### config.mk
export PLATFORM = sky130hd
export DESIGN_NAME = spec_load_table
export DESIGN_NICKNAME = d
export VERILOG_FILES = /design/src/rtl/spec_load_table.sv
export SDC_FILE = /design/constraint.sdc
export NUM_CORES = 2
export LEC_CHECK = 0
export ABC_CLOCK_PERIOD_IN_PS = 10900
export CAP_MARGIN = 25
export CORE_AREA = 3 3 376 378
export CTS_CLUSTER_SIZE = 24
export DETAILED_ROUTE_END_ITERATION = 12
export DIE_AREA = 0 0 379 381
export GPL_TIMING_DRIVEN = 0
export PLACE_DENSITY = 0.47
export SYNTH_ARGS = -nofsm -noshare
export SYNTH_HDL_FRONTEND = slang
export SYNTH_SLANG_ARGS = --single-unit
### constraint.sdc
create_clock -name clk -period 10.9 [get_ports clk]
set_input_delay 2.725 -clock clk [delete_from_list [all_inputs] [get_ports clk]]
set_output_delay 2.725 -clock clk [all_outputs]
set_load 0.01 [all_outputs]
### src/rtl/spec_load_table.sv
module spec_load_table #(
  parameter int ENTRIES  = 16,
  parameter int TAG_W    = 7,
  parameter int ADDR_W   = 64,
  parameter int LINE_LSB = 3
) (
  input  logic              clk,
  input  logic              rst_n,
  input  logic              ins_valid,
  input  logic [TAG_W-1:0]  ins_tag,
  input  logic [ADDR_W-1:0] ins_addr,
  input  logic              st_valid,
  input  logic [ADDR_W-1:0] st_addr,
  input  logic              chk_valid,
  input  logic [TAG_W-1:0]  chk_tag,
  output logic              rsp_valid,
  output logic              rsp_hit,
  output logic              rsp_fixup
);
  localparam int IDX_W  = (ENTRIES > 1) ? $clog2(ENTRIES) : 1;
  localparam int LINE_W = ADDR_W - LINE_LSB;
  localparam int CNT_W  = $clog2(ENTRIES + 1);

  logic [ENTRIES-1:0] vld;
  logic [TAG_W-1:0]   tag_q  [ENTRIES];
  logic [LINE_W-1:0]  line_q [ENTRIES];
  logic [IDX_W-1:0]   rr_q;

  logic [LINE_W-1:0]  st_line, ins_line;
  logic [ENTRIES-1:0] st_kill, tag_hit, chk_match;
  logic               hit_any, free_any;
  logic [IDX_W-1:0]   hit_idx, free_idx, ins_idx;

  assign st_line  = st_addr[ADDR_W-1:LINE_LSB];
  assign ins_line = ins_addr[ADDR_W-1:LINE_LSB];

  for (genvar i = 0; i < ENTRIES; i++) begin : g_cmp
    assign st_kill[i]   = st_valid && vld[i] && (line_q[i] == st_line);
    assign tag_hit[i]   = vld[i] && (tag_q[i] == ins_tag);
    assign chk_match[i] = vld[i] && !st_kill[i] && (tag_q[i] == chk_tag);
  end

  always_comb begin
    hit_any  = 1'b0;
    hit_idx  = '0;
    free_any = 1'b0;
    free_idx = '0;
    for (int i = ENTRIES - 1; i >= 0; i--) begin
      if (tag_hit[i]) begin
        hit_any = 1'b1;
        hit_idx = IDX_W'(i);
      end
      if (!vld[i]) begin
        free_any = 1'b1;
        free_idx = IDX_W'(i);
      end
    end
  end

  assign ins_idx = hit_any ? hit_idx : (free_any ? free_idx : rr_q);

  always_ff @(posedge clk) begin
    if (!rst_n) begin
      vld  <= '0;
      rr_q <= '0;
    end else begin
      for (int i = 0; i < ENTRIES; i++) begin
        if (st_kill[i]) vld[i] <= 1'b0;
        if (ins_valid && ins_idx == IDX_W'(i)) begin
          vld[i]    <= 1'b1;
          tag_q[i]  <= ins_tag;
          line_q[i] <= ins_line;
        end
      end
      if (ins_valid && !hit_any && !free_any)
        rr_q <= (rr_q == IDX_W'(ENTRIES - 1)) ? '0 : rr_q + 1'b1;
    end
  end

  always_ff @(posedge clk) begin
    if (!rst_n) begin
      rsp_valid <= 1'b0;
      rsp_hit   <= 1'b0;
      rsp_fixup <= 1'b0;
    end else begin
      rsp_valid <= chk_valid;
      rsp_hit   <= chk_valid && (|chk_match);
      rsp_fixup <= chk_valid && !(|chk_match);
    end
  end

  // checker state for the assertions below
  logic [LINE_W-1:0]  prev_st_line;
  logic [TAG_W-1:0]   prev_ins_tag;
  logic [ENTRIES-1:0] line_left, tag_left;
  logic [CNT_W-1:0]   occ;

  always_ff @(posedge clk) begin
    prev_st_line <= st_line;
    prev_ins_tag <= ins_tag;
  end

  for (genvar i = 0; i < ENTRIES; i++) begin : g_chk
    assign line_left[i] = vld[i] && (line_q[i] == prev_st_line);
    assign tag_left[i]  = vld[i] && (tag_q[i] == prev_ins_tag);
  end
  assign occ = CNT_W'($countones(vld));

  assert_rsp_onehot_R10: assert property (@(posedge clk) disable iff (!rst_n)
    rsp_valid |-> (rsp_hit ^ rsp_fixup));
  assert_rsp_idle_R10: assert property (@(posedge clk) disable iff (!rst_n)
    !rsp_valid |-> (!rsp_hit && !rsp_fixup));
  assert_store_clears_R3: assert property (@(posedge clk) disable iff (!rst_n)
    (st_valid && !ins_valid) |=> (line_left == '0));
  assert_insert_unique_R6: assert property (@(posedge clk) disable iff (!rst_n)
    ins_valid |=> ($countones(tag_left) == 1));
  assert_no_loss_R7: assert property (@(posedge clk) disable iff (!rst_n)
    !st_valid |=> (occ >= $past(occ)));
  assert_fill_free_R2: assert property (@(posedge clk) disable iff (!rst_n)
    (ins_valid && !st_valid && !hit_any && free_any) |=> (occ == $past(occ) + 1'b1));
endmodule

==> impl_results.md <==
- Seq pwr share: around 48%
- Initial antenna violation count: 49
- Synth Net Count: 3318
- Vias/cell: 5.99
- TritonCTS Buffers: 131
- Fin. Hold Viols: 0
- Synth area leader: edfxtp_1
- Slowest cell on crit path: clkdlybuf4s50_1
- Vias in the first global route: 30700
- Number of remaining DRC errors: 0
- Met1 GRT Util: 43.0%
- CTS tree: built
- Clock network power share: 43.6%
- WP data required: 11.40 ns
- Initial Util: 35.0%
- Int Power: approximately 7.4 mW
- Clock latency at the later pin of the worst-skew pair: 0.80 ns
- Design Area, Final: 0.0571 mm2
- Gr usage total: between 30 and 40%
- Met3 usage: under 10%
- Nets: 3653
- Largest net degree at the start of global routing: 34
- Adder-cell share of the synthesized area: 0.0259%
- Placed Area: 0.0529 mm2
- FF-to-FF setup slack: 5.91 ns
- Xor/xnor share of the synthesized area: 16.7%
- Cts hold-fix bufs: 0
- Outcome: complete, no violations
- # rows: 136
- Critical Path, Cell by Cell: clkdlybuf4s50_1, buf_4, buf_6, xnor2_1, nand4_1, nor2_1, nor4_1, nand4_1, nand2b_1, o31a_1, and2_1, buf_2, nor3_2, buf_6, buf_6, buf_6, buf_6, buf_6
- Worst slew pin tran: between 1 and 1.5 ns
- Worst setup SP type: input port
- IO Port Bufs: 96
- Synth Flop Type: edfxtp_1
- Psw: 2.51 mW
- Fill count: 12700
- I/O pins: 150
- Syn_area_per_cell: 15.2 um2
- Commonest cells post-synth: 1088 x edfxtp_1, 496 x xnor2_1, 422 x xor2_1
- Max clock buf depth: 3
- Power Density: 173 mW/mm2
- Headroom to the max-slew limit: 20.8%
- Fin Clk Skew: around 0.047 ns
- Sequential Area: 0.0331 mm2
- Final WL: 229000 um
- Number of max-cap violations: 0
- Core Region: 0.138 mm2
- RePlAce Congestion: just under 1
- Die Width: 379 um
- Routed length per placed instance: 42.2 um
- Share of layout cells above drive strength 1: between 10% and 20%
- Top cells by area, synth: edfxtp_1 68%, xnor2_1 9.0%, xor2_1 7.7%, nand4_1 2.1%, nor4_1 2.0%
- Worst-path fanout max: 17
- Pleak: 18.2 nW
- Fmax: 0.126 GHz
- Setup crit end kind: flop
- Busiest grt layer: met2
- Postcts setup bufs: 0
- Synthesized flop and latch total: roughly 1100
- Clock H-tree levels: 4
- Tightest Hold Check Type: flop to flop
- Multi-input gate area: 0.0140 mm2
- Routed vias: roughly 32000
- Clock tree root driver cell: clkbuf_16
- Synthesized area: 0.0482 mm2
- Share of the synthesized area in the top cell type: between 60% and 70%
- Fin crit share: 72.6%
- Crit-path most repeated cell: buf_6
- Post-DP HPWL: 153000 um
- Die Ht: 381 um
- Crit path buf inv count: 9
- Total power: a little under 10 mW
- Max incr delay on CP: 1.16 ns
- Met2 usage: 47.4%
- Fraction of registers with async set/reset: 0%
- Syn Inst Count: 3170
- Endpoints failing setup: 0
- First-pass GRT wire length: 296000 um
- Number of synthesized flops with an enable pin: 1088
- Post-CTS resize count: 0
- Setup Crit Path Kind: input port to flop
- Simple-gate share of the synthesized area: 6.49%
- P&R area growth vs syn: 18.3%
- Worst EP arrival: 8.41 ns
- Sequential cell area fraction in the yosys report: about 70%
- Gr ovfl total: 0
- Largest family of logic cells by synthesized area: XOR/XNOR gates
- Final Max Tran Viols: 0
- CTS sink count: 1111
- Multiplexer area fraction after synthesis: 0.0415%
- Post-route insts no fill: around 5400
- DP Cell Count: roughly 5200
- Tmin final: 7.92 ns
- Antenna violation net count after detailed routing: 0
- Synth warn: 0
- Clock transition at path regs: 0.05 ns
- RSZ-0062 raised after global routing: false
- Switching power share of the total: 25.4%
- Comb pwr share: 8.5%
- Max IR drop VDD: about 0.13 mV
- Compound-Gate Fraction of Synth Area: 5.61%
- First-pass DRT Iterations: 6
- CP top delay family: buffers and inverters
- Die area: 0.144 mm2
- Cell with the most instances after synthesis: edfxtp_1
- Unique cell type count in the Yosys netlist: 66
- Detailed Route Iter0 Violations: 5802
## cell type report
| cell class | instances | share of cell area (%) |
|---|---|---|
| timing repair buffer | 202 | 4.06 |
| clock inverter | 67 | 1.12 |
| tap | 1794 | 3.93 |
| sequential | 1111 | 58.0 |
| multi-input combinational | 1802 | 24.6 |
| buffer | 149 | 1.40 |
| clock buffer | 167 | 6.09 |
| antenna | 13 | 0.0570 |
| inverter | 108 | 0.710 |
## state kept, by name, summed over array words and instances, names as in the netlist
signal / flops
rsp_hit: 1
rsp_valid: 1
rr_q: 4
tag_q: 112
rsp_fixup: 1
line_q: 976
vld: 16
## per-layer routing
layer,wire length (um),share of wire (%),vias to the layer above
li1,-,-,12700
met1,91300,40,17100
met2,101000,44,2182
met3,24800,11,419
met4,11200,4.9,0
met5,0,0,-
## final timing paths
path,from,to,depth (start not counted)
worst max-delay path,ins_tag[0],line_q[1][119]$_DFFE_PP_,18
worst min-delay path,rr_q[1]$_SDFFE_PN0P_,rr_q[1]$_SDFFE_PN0P_,2
worst max register to register,vld[6]$_SDFFE_PN0P_,line_q[1][119]$_DFFE_PP_,14
worst min register to register,rr_q[1]$_SDFFE_PN0P_,rr_q[1]$_SDFFE_PN0P_,2
## worst register-to-register path: stages (launching register included)
cell	delay [ns]
dfxtp_1	0.77
nand2_1	0.24
a31oi_1	0.22
o41ai_1	0.10
a32oi_1	0.26
a211oi_1	0.12
or4_1	0.51
o211ai_1	0.17
nand2_1	0.35
nor3_2	0.92
buf_6	0.29
buf_6	0.21
buf_6	0.18
buf_6	0.20
buf_6	0.19
## cell usage in the layout (no fill, tap or decap), drive strengths merged, types with 6 or more instances in the layout
| cell type | netlist | final |
|---|---|---|
| nor2 | 53 | 53 |
| a21oi | 15 | 15 |
| nand2b | 47 | 47 |
| clkbuf | 35 | 202 |
| nor3 | 25 | 25 |
| xnor2 | 496 | 496 |
| nand3 | 18 | 18 |
| a221oi | 19 | 19 |
| dfxtp | 23 | 23 |
| o2111ai | 21 | 21 |
| nand2 | 43 | 43 |
| o41ai | 6 | 6 |
| o31ai | 7 | 7 |
| a221o | 14 | 14 |
| a2111oi | 9 | 9 |
| o21ai | 16 | 16 |
| o2bb2ai | 56 | 56 |
| a22o | 47 | 47 |
| clkinv | 2 | 55 |
| bufinv | 0 | 7 |
| diode | 0 | 13 |
| o221ai | 10 | 10 |
| nor4 | 158 | 158 |
| xor2 | 422 | 422 |
| or4 | 9 | 9 |
| inv | 106 | 113 |
| buf | 114 | 278 |
| nand4 | 159 | 159 |
| edfxtp | 1088 | 1088 |
| clkdlybuf4s50 | 0 | 38 |
| o22ai | 83 | 83 |
## power groups by stage
stage          clock, mW  sequential (mW)  combinational (mW)
2_1_floorplan          0             4.83               0.320
3_3_place_gp           0             4.84               0.787
3_5_place_dp           0             4.83               0.816
4_1_cts             4.34             4.74               0.819
5_1_grt             4.52             4.74               0.842
6_report            4.31             4.74               0.838
## through the flow
stage	worst slack (ns)	hold WS [ns]	utilization, %	setup TNS (ns)
final	2.98	0.608	41.4	0
after global placement	-4.80	0.560	37.3	-2162.91
after detailed placement	2.15	0.590	38.4	0
after global routing	2.78	0.625	41.4	0
after floorplan	1.21	0.487	-	0
after CTS	3.00	0.601	41.4	0
## kinds of logic (layout without fill, tap and decap cells)
family                     Yosys count  count (layout)
other                                0              13
xor gates and xnor gates           918             918
DFF                               1111            1111
and+or+nand+nor                    539             539
AOI/OAI and AO/OA                  342             342
buffers and inverters              257             693
muxes                                2               2
adders and majority gates            1               1
(Power assumes the default switching activity.)
